$ cat src/rtl/irq_agg_pkg.sv
package irq_agg_pkg;
  typedef enum logic [1:0] {
    GATE_IDLE = 2'd0,
    GATE_LIVE = 2'd1,
    GATE_HOLD = 2'd2
  } gate_state_e;
endpackage

$ cat src/rtl/irq_group_reduce.sv
module irq_group_reduce #(
  parameter int NUM_PINS   = 184,
  parameter int GROUP_SIZE = 4,
  localparam int NUM_GROUPS = (NUM_PINS + GROUP_SIZE - 1) / GROUP_SIZE,
  localparam int PAD_PINS   = NUM_GROUPS * GROUP_SIZE
) (
  input  logic [NUM_PINS-1:0]   pin_int_i,
  input  logic [NUM_PINS-1:0]   pin_wake_i,
  input  logic [NUM_PINS-1:0]   pin_unmask_i,
  output logic [NUM_GROUPS-1:0] grp_pend_o
);
  logic [PAD_PINS-1:0] live_pad;

  always_comb begin
    live_pad = '0;
    live_pad[NUM_PINS-1:0] = (pin_int_i | pin_wake_i) & pin_unmask_i;
  end

  for (genvar g = 0; g < NUM_GROUPS; g++) begin : g_grp
    assign grp_pend_o[g] = |live_pad[g*GROUP_SIZE +: GROUP_SIZE];
  end
endmodule

$ cat src/rtl/irq_summary_reg.sv
module irq_summary_reg #(
  parameter int NUM_GROUPS = 46
) (
  input  logic                  clk,
  input  logic                  rst_n,
  input  logic [NUM_GROUPS-1:0] grp_pend_i,
  output logic [NUM_GROUPS-1:0] sum_q_o,
  output logic                  any_q_o
);
  logic [NUM_GROUPS-1:0] sum_d;
  logic [NUM_GROUPS-1:0] sum_q;
  logic                  sum_en;

  always_comb begin
    sum_en = 1'b1;
    sum_d  = grp_pend_i;
  end

  always_ff @(posedge clk or negedge rst_n) begin
    if (!rst_n) begin
      sum_q <= '0;
    end else if (sum_en) begin
      sum_q <= sum_d;
    end
  end

  assign sum_q_o = sum_q;
  assign any_q_o = |sum_q;
endmodule

$ cat src/rtl/irq_eoi_gate.sv
module irq_eoi_gate
  import irq_agg_pkg::*;
(
  input  logic clk,
  input  logic rst_n,
  input  logic any_pend_i,
  input  logic eoi_i,
  output logic irq_o
);
  gate_state_e state_q;
  gate_state_e state_d;

  always_comb begin
    state_d = state_q;
    unique case (state_q)
      GATE_IDLE: if (any_pend_i) state_d = GATE_LIVE;
      GATE_LIVE: begin
        if (eoi_i)            state_d = GATE_HOLD;
        else if (!any_pend_i) state_d = GATE_IDLE;
      end
      GATE_HOLD: state_d = any_pend_i ? GATE_LIVE : GATE_IDLE;
      default:   state_d = GATE_IDLE;
    endcase
  end

  always_ff @(posedge clk or negedge rst_n) begin
    if (!rst_n) begin
      state_q <= GATE_IDLE;
    end else begin
      state_q <= state_d;
    end
  end

  assign irq_o = (state_q == GATE_LIVE);
endmodule

$ cat src/rtl/irq_group_agg.sv
module irq_group_agg #(
  parameter int NUM_PINS   = 184,
  parameter int GROUP_SIZE = 4,
  parameter int WORD_W     = 32,
  localparam int NUM_GROUPS = (NUM_PINS + GROUP_SIZE - 1) / GROUP_SIZE,
  localparam int SUM_W      = 2 * WORD_W
) (
  input  logic                clk,
  input  logic                rst_n,
  input  logic [NUM_PINS-1:0] pin_int_i,
  input  logic [NUM_PINS-1:0] pin_wake_i,
  input  logic [NUM_PINS-1:0] pin_unmask_i,
  input  logic                ctrl_wr_i,
  input  logic                ctrl_eoi_i,
  output logic [WORD_W-1:0]   sum_lo_o,
  output logic [WORD_W-1:0]   sum_hi_o,
  output logic                irq_o
);
  logic [NUM_GROUPS-1:0] grp_pend;
  logic [NUM_GROUPS-1:0] sum_q;
  logic                  any_q;
  logic                  eoi_req;
  logic [SUM_W-1:0]      sum_pad;

  irq_group_reduce #(
    .NUM_PINS  (NUM_PINS),
    .GROUP_SIZE(GROUP_SIZE)
  ) u_reduce (
    .pin_int_i   (pin_int_i),
    .pin_wake_i  (pin_wake_i),
    .pin_unmask_i(pin_unmask_i),
    .grp_pend_o  (grp_pend)
  );

  irq_summary_reg #(
    .NUM_GROUPS(NUM_GROUPS)
  ) u_sum (
    .clk       (clk),
    .rst_n     (rst_n),
    .grp_pend_i(grp_pend),
    .sum_q_o   (sum_q),
    .any_q_o   (any_q)
  );

  assign eoi_req = ctrl_wr_i & ctrl_eoi_i;

  irq_eoi_gate u_gate (
    .clk       (clk),
    .rst_n     (rst_n),
    .any_pend_i(any_q),
    .eoi_i     (eoi_req),
    .irq_o     (irq_o)
  );

  always_comb begin
    sum_pad = '0;
    sum_pad[NUM_GROUPS-1:0] = sum_q;
  end

  assign sum_lo_o = sum_pad[WORD_W-1:0];
  assign sum_hi_o = sum_pad[SUM_W-1:WORD_W];
endmodule

$ cat config.mk
export PLATFORM = sky130hd
export DESIGN_NAME = irq_group_agg
export DESIGN_NICKNAME = d
export VERILOG_FILES = /design/src/rtl/irq_agg_pkg.sv /design/src/rtl/irq_group_reduce.sv /design/src/rtl/irq_summary_reg.sv /design/src/rtl/irq_eoi_gate.sv /design/src/rtl/irq_group_agg.sv
export SDC_FILE = /design/constraint.sdc
export NUM_CORES = 1
export LEC_CHECK = 0
export BUFFER_PORTS_ARGS = -buffer_cell sky130_fd_sc_hd__buf_2
export CAP_MARGIN = 10
export CORE_AREA = 3 3 241 243
export CTS_CLUSTER_SIZE = 30
export DETAILED_ROUTE_END_ITERATION = 12
export DIE_AREA = 0 0 244 246
export PLACE_DENSITY = 0.3
export SLEW_MARGIN = 20
export SYNTH_ARGS = -nofsm -noshare
export SYNTH_HDL_FRONTEND = slang
export SYNTH_SLANG_ARGS = --single-unit
$ cat constraint.sdc
create_clock -name clk -period 3.2 [get_ports clk]
set_clock_uncertainty 0.2 [all_clocks]
set_input_delay 0.64 -clock clk [delete_from_list [all_inputs] [get_ports clk]]
set_output_delay 0.64 -clock clk [all_outputs]
set_load 0.05 [all_outputs]
After elaboration in Yosys (flattened, before gate mapping). Index checks and enable logic that the tools add are counted.

Equal/unequal tests: 4. Multiplexer cells: 5. Bitwise operators: 3. Reductions and logical operators: 49.

Operators with widths (number): $and A184 B184 Y184 (1); $or A184 B184 Y184 (1); $reduce_or A4 Y1 (46); $reduce_or A46 Y1 (1); $mux W2 (3); $pmux W2 S3 (1); $ne A3 B3 Y1 const B (1); $eq A2 B1 Y1 const B (1); $eq A2 B2 Y1 const B (1); $logic_not A2 Y1 (1); $ne A2 B1 Y1 const B (1); $reduce_and A2 Y1 (1); $and A1 B1 Y1 (1); $mux W1 (1).

Register bits after elaboration: 48. Output and inout bits: 65. Word-level logic and storage cells: 63.

Logic depth before layout (Yosys ltp). Gate-level depths: netlist (run 1).

Word-level depth: 4. Mapped depth: 3. Mapped depth without buffers: 3.

Cells and area by module. From an unflattened synthesis (run 1), not the netlist that was laid out.

Cell total of the unflattened synthesis: 318. Area total of the unflattened synthesis: 2690.1 um^2.

By module, submodules not included: irq_summary_reg (instances 1, cells each 62, area an instance 1255.0 um^2, seq. area each 1151.1 um^2); irq_group_reduce (instances 1, cells each 230, area an instance 1208.7 um^2, seq. area each 0.0 um^2); irq_group_agg (instances 1, cells each 20, area an instance 145.1 um^2, seq. area each 0.0 um^2); irq_eoi_gate (instances 1, cells each 6, area an instance 81.3 um^2, seq. area each 50.0 um^2).

Least setup slack after synthesis (run 1). OpenSTA, ideal clock, no wires.

Kind: flip-flop to output port. Start: register u_gate.state_q[1]. End: output port irq_o. Data arrival time: 1024 ps. Setup slack: 1336 ps. Stages on the path, launching flop included: 2. Path buffers: 0. Cell sequence: dfrtp_1 -> nor2_1.

Word-level cells in the longest chain between the ends: 1.

RTL lines: start: declaration (line irq_eoi_gate.sv:10) `gate_state_e state_q;`; start signal: assignment (line irq_eoi_gate.sv:30) `state_q <= state_d;`; $eq A2 B1 Y1 (line irq_eoi_gate.sv:34) `assign irq_o = (state_q == GATE_LIVE);`; end: declaration (line irq_group_agg.sv:17) `output logic irq_o`.

No other way between the ends.

Worst setup path in the final report (run 1).
Start: register u_gate.state_q[0]. End: output port irq_o.

The elaborated chain is that of the path after synthesis.

==> results of run 1 <==
[cells by family after synthesis]
kind of cell	Yosys count	synth area share, %
AO/OA/AOI/OAI	186	34.99
buffers and inverters	19	5.192
flip-flops	48	44.90
other	1	0.1402
AND/OR/NAND/NOR	63	14.78
[area by class of cell]
type / count / area (sq um)
multi-input combinational: 267 / 1399
clock buffer: 6 / 138.9
tap: 756 / 945.9
fill: 6538 / 49430
clock inverter: 2 / 15.01
sequential: 48 / 1201
inverter: 1 / 3.754
timing repair buffer: 604 / 3030
[critical path, stage by stage, from the launching register on]
cell     delay, ns
dfrtp_1       0.33
inv_1         0.09
nor2_1        0.18
buf_2         0.30
[where the power goes]
part	internal, uW	switching, uW
Clock	313	299
Combinational	306	408
Sequential	644	21.3
[registers in the layout (all words and copies together) (netlist names)]
| name | count |
|---|---|
| u_sum.sum_q_o | 46 |
| u_gate.state_q | 2 |
[metal layers]
layer,track usage [%],wire length (um)
met1,7.390,8325
met5,0,0
met3,2.558,2500
met2,14.56,13220
met4,5.905,1681
[metrics by stage]
stage / cell area, sq um / std cells / utilization, %
final: 6734 / 1684 / 11.99
after detailed placement: 6580 / 1676 / 11.71
after CTS: 6734 / 1684 / 11.99
after global placement: 6580 / 1676 / 11.71
after floorplan: 2739 / 334 / -
after global routing: 6734 / 1684 / 11.99
[path summary, 6_finish.rpt]
kind	endpoint	startpoint	cells past startpoint	slack (ns)
worst max register to register	u_gate.state_q[0]	u_sum.sum_q_o[16]	3	1.26
worst max-delay path	irq_o	u_gate.state_q[0]	3	1.13
min in group clk	u_sum.sum_q_o[20]	pin_int_i[81]	3	0.35
max in group asynchronous	u_sum.sum_q_o[33]	rst_n	1	2.11
worst min register to register	u_gate.state_q[0]	u_gate.state_q[0]	2	0.42
worst min-delay path	u_sum.sum_q_o[38]	rst_n	1	0.17
[placed cells by master (no fill, tap or decap)]
cell and count:
o21ai_0 184, nand4_1 49, a21oi_1 1, clkinvlp_4 2, clkbuf_8 1, nor4_1 10
buf_4 3, o32a_1 1, buf_2 601, nor2_1 2, dfrtp_1 48, nor4_2 1
clkbuf_16 5, inv_1 1, and3_1 1, conb_1 18
==> flow_metrics.py, run 1 <==
metrics = {
    "placement": {
        "dp_slack_ns": 1.116,
        "io_buffers": 602,
        "gp_congestion": 0.9268,
        "hpwl_mm": 23.57,
    },
    "clock_tree": {
        "clkTransAtPathRegs_ns": 0.08,
        "clk_latency_ns": 0.32,
        "cts_tree": "yes",
        "clockBufferDepth": 2,
        "cts_root_buf": "clkbuf_16",
        "hold_buffers": 0,
        "ctsResizeCount": 0,
        "cts_sinks": 48,
        "cts_max_level": 2,
        "numCtsBuffers": 5,
        "cts_setup_buffers": 0,
    },
    "sta": {
        "slew_headroom_pct": 49.89,
        "layout_min_cycle_time_ns": 2.065,
        "rsz0062_at_grt": "no",
        "worst_slew_pin_slew_ns": 0.7517,
        "max_freq_mhz": 484.2,
        "setup_viol": 0,
        "setup_tns_ns": 0,
        "setup_slack_ns": 1.135,
        "slew_violations": 0,
        "hold_viol_final": 0,
        "period_share_pct": 64.54,
        "whs_ns": 0.1737,
    },
    "die": {
        "start_util_pct": 4.763,
        "fp.dieW_um": 244,
        "rows": 87,
        "placeableCoreArea_sq_um": 56170,
        "die_h_um": 246,
        "ios": 621,
        "dieArea_sq_um": 60020,
    },
    "route": {
        "drt_iter0_markers": 121,
        "drt_wl_total_mm": 25.73,
        "antenna_left": 0,
        "dr_total_vias": 5215,
        "vias_per_cell": 3.097,
        "wl_per_cell_um": 15.28,
        "dr.pass1.iters": 4,
        "drc": 0,
    },
    "global_route": {
        "antenna_found_initial": 2,
        "grt.total_usage_pct": 7.945,
        "grt_max_degree": 49,
        "globalRoute.totalOverflow": 0,
        "grt_pass1_vias": 5509,
        "grt_pass1_wl_mm": 33.53,
    },
    "worst_setup_path": {
        "critical_path_arrival_ns": 1.23,
        "crit_type": "reg -> out",
        "crit_required_ns": 2.36,
        "path_max_fanout": 2,
        "startpoint_type": "flip-flop",
        "cp-end-kind": "output pin",
    },
    "finish": {
        "nNetsFinal": 1483,
        "antenna_cells": 0,
        "drive_above_1_share_pct": 66.06,
        "area_growth_pct": 151.7,
    },
    "pwr": {
        "peakVddDrop_mv": 0.1687,
        "p_leak_uw": 0.003188,
        "p_per_area_nw_per_um2": 295.7,
        "power_uw": 1991,
    },
    "synthesis": {
        "synth_most_common_cell": "o21ai_0",
        "ys_ff_latch": 48,
        "synth-main-ff-cell": "dfrtp_1",
        "synth_cell_type_count": 12,
        "yosys-top-cells-count": "184 x o21ai_0, 49 x nand4_1, 48 x dfrtp_1",
        "synth_top_area_share_pct": 44.90,
        "synth-edff-count": 0,
        "ys_warn_count": 0,
        "ys_async_sr_fraction_pct": 100.0,
        "synth_top_area_cell": "dfrtp_1",
        "synth_area_per_cell_sq_um": 8.439,
        "synth_area_leaders": "dfrtp_1 45%, o21ai_0 34%, nand4_1 11%",
        "ys_seq_area_share_pct": 44.90,
        "netlist_area_sq_um": 2675,
        "netlist_instances": 317,
    },
    "run_status": {
        "status": "finished, final reports clean",
    },
    "run": {
        "drv_cap": 0,
    },
    "min_path": {
        "hold_class": "in -> async",
    },
}
No activity file was read; power rests on OpenSTA's default activity.
==> run 2, diff against run 1 <==
--- a/config.mk
+++ b/config.mk
@@ -7,10 +7,10 @@
 export LEC_CHECK = 0
 export BUFFER_PORTS_ARGS = -buffer_cell sky130_fd_sc_hd__buf_2
 export CAP_MARGIN = 10
-export CORE_AREA = 3 3 241 243
+export CORE_AREA = 3 3 237 239
 export CTS_CLUSTER_SIZE = 30
 export DETAILED_ROUTE_END_ITERATION = 12
-export DIE_AREA = 0 0 244 246
+export DIE_AREA = 0 0 240 242
 export PLACE_DENSITY = 0.3
 export SLEW_MARGIN = 20
 export SYNTH_ARGS = -nofsm -noshare
==> constraint.sdc (replaced) <==
create_clock -name clk -period 2.05 [get_ports clk]
set_clock_uncertainty 0.2 [all_clocks]
set_input_delay 0.41 -clock clk [delete_from_list [all_inputs] [get_ports clk]]
set_output_delay 0.41 -clock clk [all_outputs]
set_load 0.05 [all_outputs]
==> flow_metrics.py, run 2 (synthesis results as in run 1) <==
metrics = {
    "run_status": {
        "status": "complete, but fails checks",
        "violations": "negative hold slack",
    },
    "clock_tree": {
        "clockBufferDepth": 2,
        "cts_tree": "yes",
        "cts_max_level": 2,
        "ctsResizeCount": 0,
        "clkTransAtPathRegs_ns": 0.08,
        "hold_buffers": 0,
        "clk_latency_ns": 0.31,
        "numCtsBuffers": 5,
        "cts_sinks": 48,
        "cts_setup_buffers": 0,
        "cts_root_buf": "clkbuf_16",
    },
    "die": {
        "dieArea_sq_um": 58080,
        "die_h_um": 242,
        "fp.dieW_um": 240,
        "start_util_pct": 4.951,
        "placeableCoreArea_sq_um": 54030,
        "ios": 621,
        "rows": 85,
    },
    "finish": {
        "fill_cells": 6288,
        "nNetsFinal": 1483,
        "drive_above_1_share_pct": 66.06,
        "mostFrequentLayoutCell": "buf_2",
        "largest_reg_flops": 46,
        "area_growth_pct": 149.9,
        "layout_common_cells": "601 x buf_2, 184 x o21ai_0, 49 x nand4_1",
    },
    "pwr": {
        "peakVddDrop_mv": 0.3043,
        "p_per_area_nw_per_um2": 478.4,
        "clkPwrFrac_pct": 32.7,
        "netSwitchingPower_uw": 1102,
        "power.share.switching_pct": 34.45,
        "power_frac_comb_pct": 34.8,
        "power_uw": 3198,
        "intPower_uw": 2096,
        "p_leak_uw": 0.003206,
        "seq_power_share_pct": 32.4,
    },
    "placement": {
        "hpwl_mm": 23.38,
        "gp_congestion": 0.8511,
        "io_buffers": 602,
        "dp_slack_ns": 0.1137,
    },
    "worst_setup_path": {
        "cp_slowest_cell": "nor4_1",
        "path_buf_inv": 0,
        "crit_required_ns": 2.04,
        "startpoint_type": "flip-flop",
        "path_max_fanout": 2,
        "cp_slowest_stage_delay_ns": 0.48,
        "critical_path_arrival_ns": 1.83,
        "cp_top_family": "simple AND/OR/NAND/NOR gates",
        "cp-end-kind": "flip-flop",
        "crit_type": "reg -> reg",
        "r2r-start": "u_sum.sum_q_o[16]",
        "worst_r2r_endpoint": "u_gate.state_q[0]",
        "crit_start": "u_sum.sum_q_o[16]",
        "reg2reg_depth": 3,
        "path_cells": "nor4_1 > nand4_1 > o32a_1",
        "timing.reg2reg.setup_slack_ns": 0.22,
    },
    "route": {
        "wl_per_cell_um": 15.69,
        "drt_wl_total_mm": 25.50,
        "vias_per_cell": 3.122,
        "dr_total_vias": 5073,
        "drc": 0,
        "dr.pass1.iters": 4,
        "antenna_left": 0,
        "drt_iter0_markers": 176,
    },
    "run": {
        "drv_cap": 0,
    },
    "sta": {
        "max_freq_mhz": 546.3,
        "layout_min_cycle_time_ns": 1.831,
        "setup_viol": 0,
        "slew_headroom_pct": 51.60,
        "hold_viol_final": 45,
        "setup_tns_ns": 0,
        "rsz0062_at_grt": "no",
        "slew_violations": 0,
        "period_share_pct": 89.30,
        "whs_ns": -0.05887,
        "setup_slack_ns": 0.2194,
        "worst_slew_pin_slew_ns": 0.7259,
    },
    "global_route": {
        "grt_pass1_vias": 5313,
        "globalRoute.totalOverflow": 0,
        "grt_pass1_wl_mm": 33.11,
        "grt.total_usage_pct": 8.082,
        "grt_max_degree": 49,
        "antenna_found_initial": 8,
    },
    "min_path": {
        "hold_class": "in -> async",
    },
}
run 2: cell types whose count changed in the layout (fill, tap and decap cells not counted):
cell and delta:
bufinv_16 +1, clkinv_4 +1, clkinvlp_4 -2, diode_2 +1
run 2: worst max-delay path by stage:
stage | end | slack [ns] | cells past startpoint
2_1_floorplan | irq_o | 0.42 | 1
3_3_place_gp | u_gate.state_q[0] | 0.15 | 3
3_5_place_dp | u_gate.state_q[0] | 0.11 | 4
4_1_cts | u_gate.state_q[0] | 0.1 | 4
5_1_grt | u_gate.state_q[0] | 0.06 | 4
6_report | u_gate.state_q[0] | 0.22 | 3
run 2: power by group through the flow:
stage | Combinational, uW | Sequential, uW | Clock (uW)
finish | 1110 | 1040 | 1050
global route | 1220 | 1050 | 1170
CTS | 1140 | 1040 | 1160
detailed placement | 1130 | 1060 | 0
global placement | 1140 | 1050 | 0
floorplan | 239 | 1260 | 0
run 2: stage by stage:
stage          utilization [%]  hold slack (ns)  cells  area (sq um)
6_report                 12.37         -0.05887   1625          6685
5_1_grt                  12.37         0.006219   1624          6683
4_1_cts                  12.37        0.0004495   1624          6683
3_5_place_dp             12.04           0.3465   1616          6505
3_3_place_gp             12.04           0.3348   1616          6505
2_1_floorplan                -         -0.08559    334          2739
run 2: final cells by class:
cell class / instances / area (sq um) / area share [%]
multi-input cells: 267 / 1399 / 20.92
clock inverters: 2 / 38.79 / 0.5802
well taps: 696 / 870.8 / 13.03
clock buffers: 6 / 138.9 / 2.077
repair buffers: 604 / 3030 / 45.33
flip-flops and latches: 48 / 1201 / 17.97
inverters: 1 / 3.754 / 0.05615
diodes: 1 / 2.502 / 0.03743
run 2: worst register-to-register path: stages (launching register included):
cell and delay (ns):
dfrtp_1 0.39, nor4_1 0.48, nand4_1 0.26, o32a_1 0.39
run 2: routing by layer:
metal | wire [um] | global-route usage (%) | vias to the layer above
met2 | 13800 | 16.15 | 391
met1 | 7932 | 7.056 | 2188
met4 | 1012 | 3.695 | 4
li1 | - | - | 2451
met5 | 27 | 0 | -
met3 | 2722 | 2.835 | 39
==> run 3, diff against run 2 <==
--- a/config.mk
+++ b/config.mk
@@ -7,12 +7,13 @@
 export LEC_CHECK = 0
 export BUFFER_PORTS_ARGS = -buffer_cell sky130_fd_sc_hd__buf_2
 export CAP_MARGIN = 10
-export CORE_AREA = 3 3 237 239
+export CORE_AREA = 3 3 238 240
 export CTS_CLUSTER_SIZE = 30
 export DETAILED_ROUTE_END_ITERATION = 12
-export DIE_AREA = 0 0 240 242
+export DIE_AREA = 0 0 241 243
 export PLACE_DENSITY = 0.3
 export SLEW_MARGIN = 20
 export SYNTH_ARGS = -nofsm -noshare
 export SYNTH_HDL_FRONTEND = slang
+export SYNTH_HIERARCHICAL = 1
 export SYNTH_SLANG_ARGS = --single-unit
==> constraint.sdc (replaced) <==
create_clock -name clk -period 1.8 [get_ports clk]
set_clock_uncertainty 0.2 [all_clocks]
set_input_delay 0.36 -clock clk [delete_from_list [all_inputs] [get_ports clk]]
set_output_delay 0.36 -clock clk [all_outputs]
set_load 0.05 [all_outputs]
==> flow_metrics.py, run 3 <==
metrics = {
    "finish": {
        "fill_cells": 6351,
        "drive_above_1_share_pct": 66.98,
        "nNetsFinal": 1501,
        "multiInputGateArea_sq_um": 1451,
        "largest_reg_flops": 46,
        "stdcell_count": 1654,
        "area_growth_pct": 155.1,
        "finish.utilization_pct": 12.50,
        "mostFrequentLayoutCell": "buf_2",
        "ff_latch_area_sq_um": 1201,
        "layout_common_cells": "599 x buf_2, 185 x o21ai_1, 49 x nand4_1",
    },
    "synthesis": {
        "synth_most_common_cell": "o21ai_1",
        "synth-main-ff-cell": "dfrtp_1",
        "synth-edff-count": 0,
        "synth_cell_type_count": 11,
        "ys_ff_latch": 48,
        "synth_xor_area_share_pct": 0,
        "ys_warn_count": 6,
        "netlist_area_sq_um": 2690,
        "synth_top_area_share_pct": 44.65,
        "synth_top_area_cell": "dfrtp_1",
        "synth_area_leaders": "dfrtp_1 45%, o21ai_1 34%, nand4_1 11%",
        "ys_async_sr_fraction_pct": 100.0,
        "synthAdderAreaFrac_pct": 0,
        "netlist_instances": 318,
        "synth_top_family_by_area": "compound AO/OA/AOI/OAI gates",
        "synth_area_per_cell_sq_um": 8.459,
        "yosys-top-cells-count": "185 x o21ai_1, 49 x nand4_1, 48 x dfrtp_1",
        "synth-compound-area-share_pct": 34.42,
        "ys_seq_area_share_pct": 44.65,
        "synth-simple-area-share_pct": 15.77,
        "synthMuxAreaShare_pct": 0,
    },
    "clock_tree": {
        "cts_max_level": 2,
        "cts_sinks": 48,
        "numCtsBuffers": 5,
        "clockBufferDepth": 2,
        "clkTransAtPathRegs_ns": 0.07,
        "clk_latency_ns": 0.32,
        "cts_tree": "yes",
        "cts_root_buf": "clkbuf_16",
    },
    "global_route": {
        "grt_pass1_vias": 5400,
        "antenna_found_initial": 8,
        "globalRoute.totalOverflow": 0,
        "grt.total_usage_pct": 7.987,
        "grt_max_degree": 26,
        "grt_pass1_wl_mm": 32.35,
    },
    "pwr": {
        "p_leak_uw": 0.003281,
        "peakVddDrop_mv": 0.2663,
        "p_per_area_nw_per_um2": 517.7,
        "power_uw": 3552,
    },
    "route": {
        "antenna_left": 0,
        "vias_per_cell": 3.126,
        "dr_total_vias": 5171,
        "drt_wl_total_mm": 25.76,
        "dr.pass1.iters": 6,
        "drc": 0,
        "drt_iter0_markers": 101,
        "wl_per_cell_um": 15.57,
    },
    "sta": {
        "rsz0062_at_grt": "yes",
        "setup_slack_ns": -0.07190,
        "setup_viol": 1,
        "hold_viol_final": 0,
        "slew_violations": 0,
        "whs_ns": 0.06539,
        "max_freq_mhz": 534.2,
        "period_share_pct": 104.0,
        "layout_min_cycle_time_ns": 1.872,
    },
    "run_status": {
        "status": "complete, but fails checks",
        "violations": "negative setup slack",
    },
    "placement": {
        "hpwl_mm": 23.74,
        "io_buffers": 602,
        "place_inst": 1640,
        "gp_congestion": 0.8635,
        "dp_slack_ns": -0.2648,
    },
    "die": {
        "placeableCoreArea_sq_um": 54880,
        "dieArea_sq_um": 58560,
        "rows": 86,
        "start_util_pct": 4.902,
        "fp.dieW_um": 241,
        "die_h_um": 243,
        "ios": 621,
    },
    "worst_setup_path": {
        "crit_required_ns": 1.81,
        "cp-end-kind": "flip-flop",
        "critical_path_arrival_ns": 1.88,
        "startpoint_type": "flip-flop",
        "crit_type": "reg -> reg",
        "path_max_fanout": 2,
        "timing.reg2reg.setup_slack_ns": -0.07,
    },
    "run": {
        "drv_cap": 0,
    },
    "min_path": {
        "hold_class": "in -> reg",
    },
}
## run 3: where the power goes
part / internal, uW / switching [uW] / total [uW] / leakage, uW
combinational: 597 / 772 / 1370 / 0.00275
sequential: 1150 / 44.9 / 1190 / 0.000470
clock: 507 / 485 / 992 / 0.0000657
## run 3: cell type report
cell class	count	share of cell area, %
clock buffer	5	1.823
tap	704	12.84
timing repair buffer	621	46.32
sequential	48	17.51
multi-input combinational	269	21.15
clock inverter	2	0.1823
antenna	5	0.1823
## run 3: logic make-up (layout without fill, tap and decap cells)
group | count (synthesis) | in the layout
other | 1 | 23
DFF | 48 | 48
AOI/OAI and AO/OA | 185 | 185
and+or+nand+nor | 66 | 66
buffers and inverters | 18 | 628
## run 3: critical path, stage by stage (launching register included)
cell and delay (ns):
dfrtp_1 0.41, nor4_4 0.30, buf_4 0.16, nand4_1 0.10
buf_4 0.17, or3_1 0.30, and2_1 0.14
## run 3: worst paths after layout
| path | startpoint | endpoint | depth (start not counted) |
|---|---|---|---|
| worst max-delay path | u_sum/sum_q_o[8] | u_gate/state_q[0] | 6 |
| worst min-delay path | pin_unmask_i[57] | u_sum/sum_q_o[14] | 3 |
| worst max register to register | u_sum/sum_q_o[8] | u_gate/state_q[0] | 6 |
| worst min register to register | u_gate/state_q[1] | u_gate/state_q[1] | 2 |
| max in group asynchronous | rst_n | u_sum/sum_q_o[11] | 3 |
| min in group asynchronous | rst_n | u_gate/state_q[1] | 2 |
## run 3: metrics by stage
stage | TNS, ns | cell area, sq um
5_1_grt | -0.2197 | 6862
6_report | -0.07190 | 6862
4_1_cts | -0.1189 | 6844
2_1_floorplan | 0 | 2754
3_5_place_dp | -0.2648 | 6655
3_3_place_gp | -0.1773 | 6655
## run 3: what timing repair did
| action | in CTS | in global routing |
|---|---|---|
| gates resized for setup | 5 | 3 |
| hold buffers | 1 | 0 |
| buffers inserted | 1 | 0 |
| endpoints found under the hold margin | 24 | 0 |
| pin swaps | 1 | 3 |
| endpoints found under the setup margin | 1 | 3 |
## run 3: per-layer routing
metal	track usage (%)	wire length, um
met1	7.433	8755
met2	15.35	13430
met4	4.482	1350
met5	0	27
met3	2.295	2192
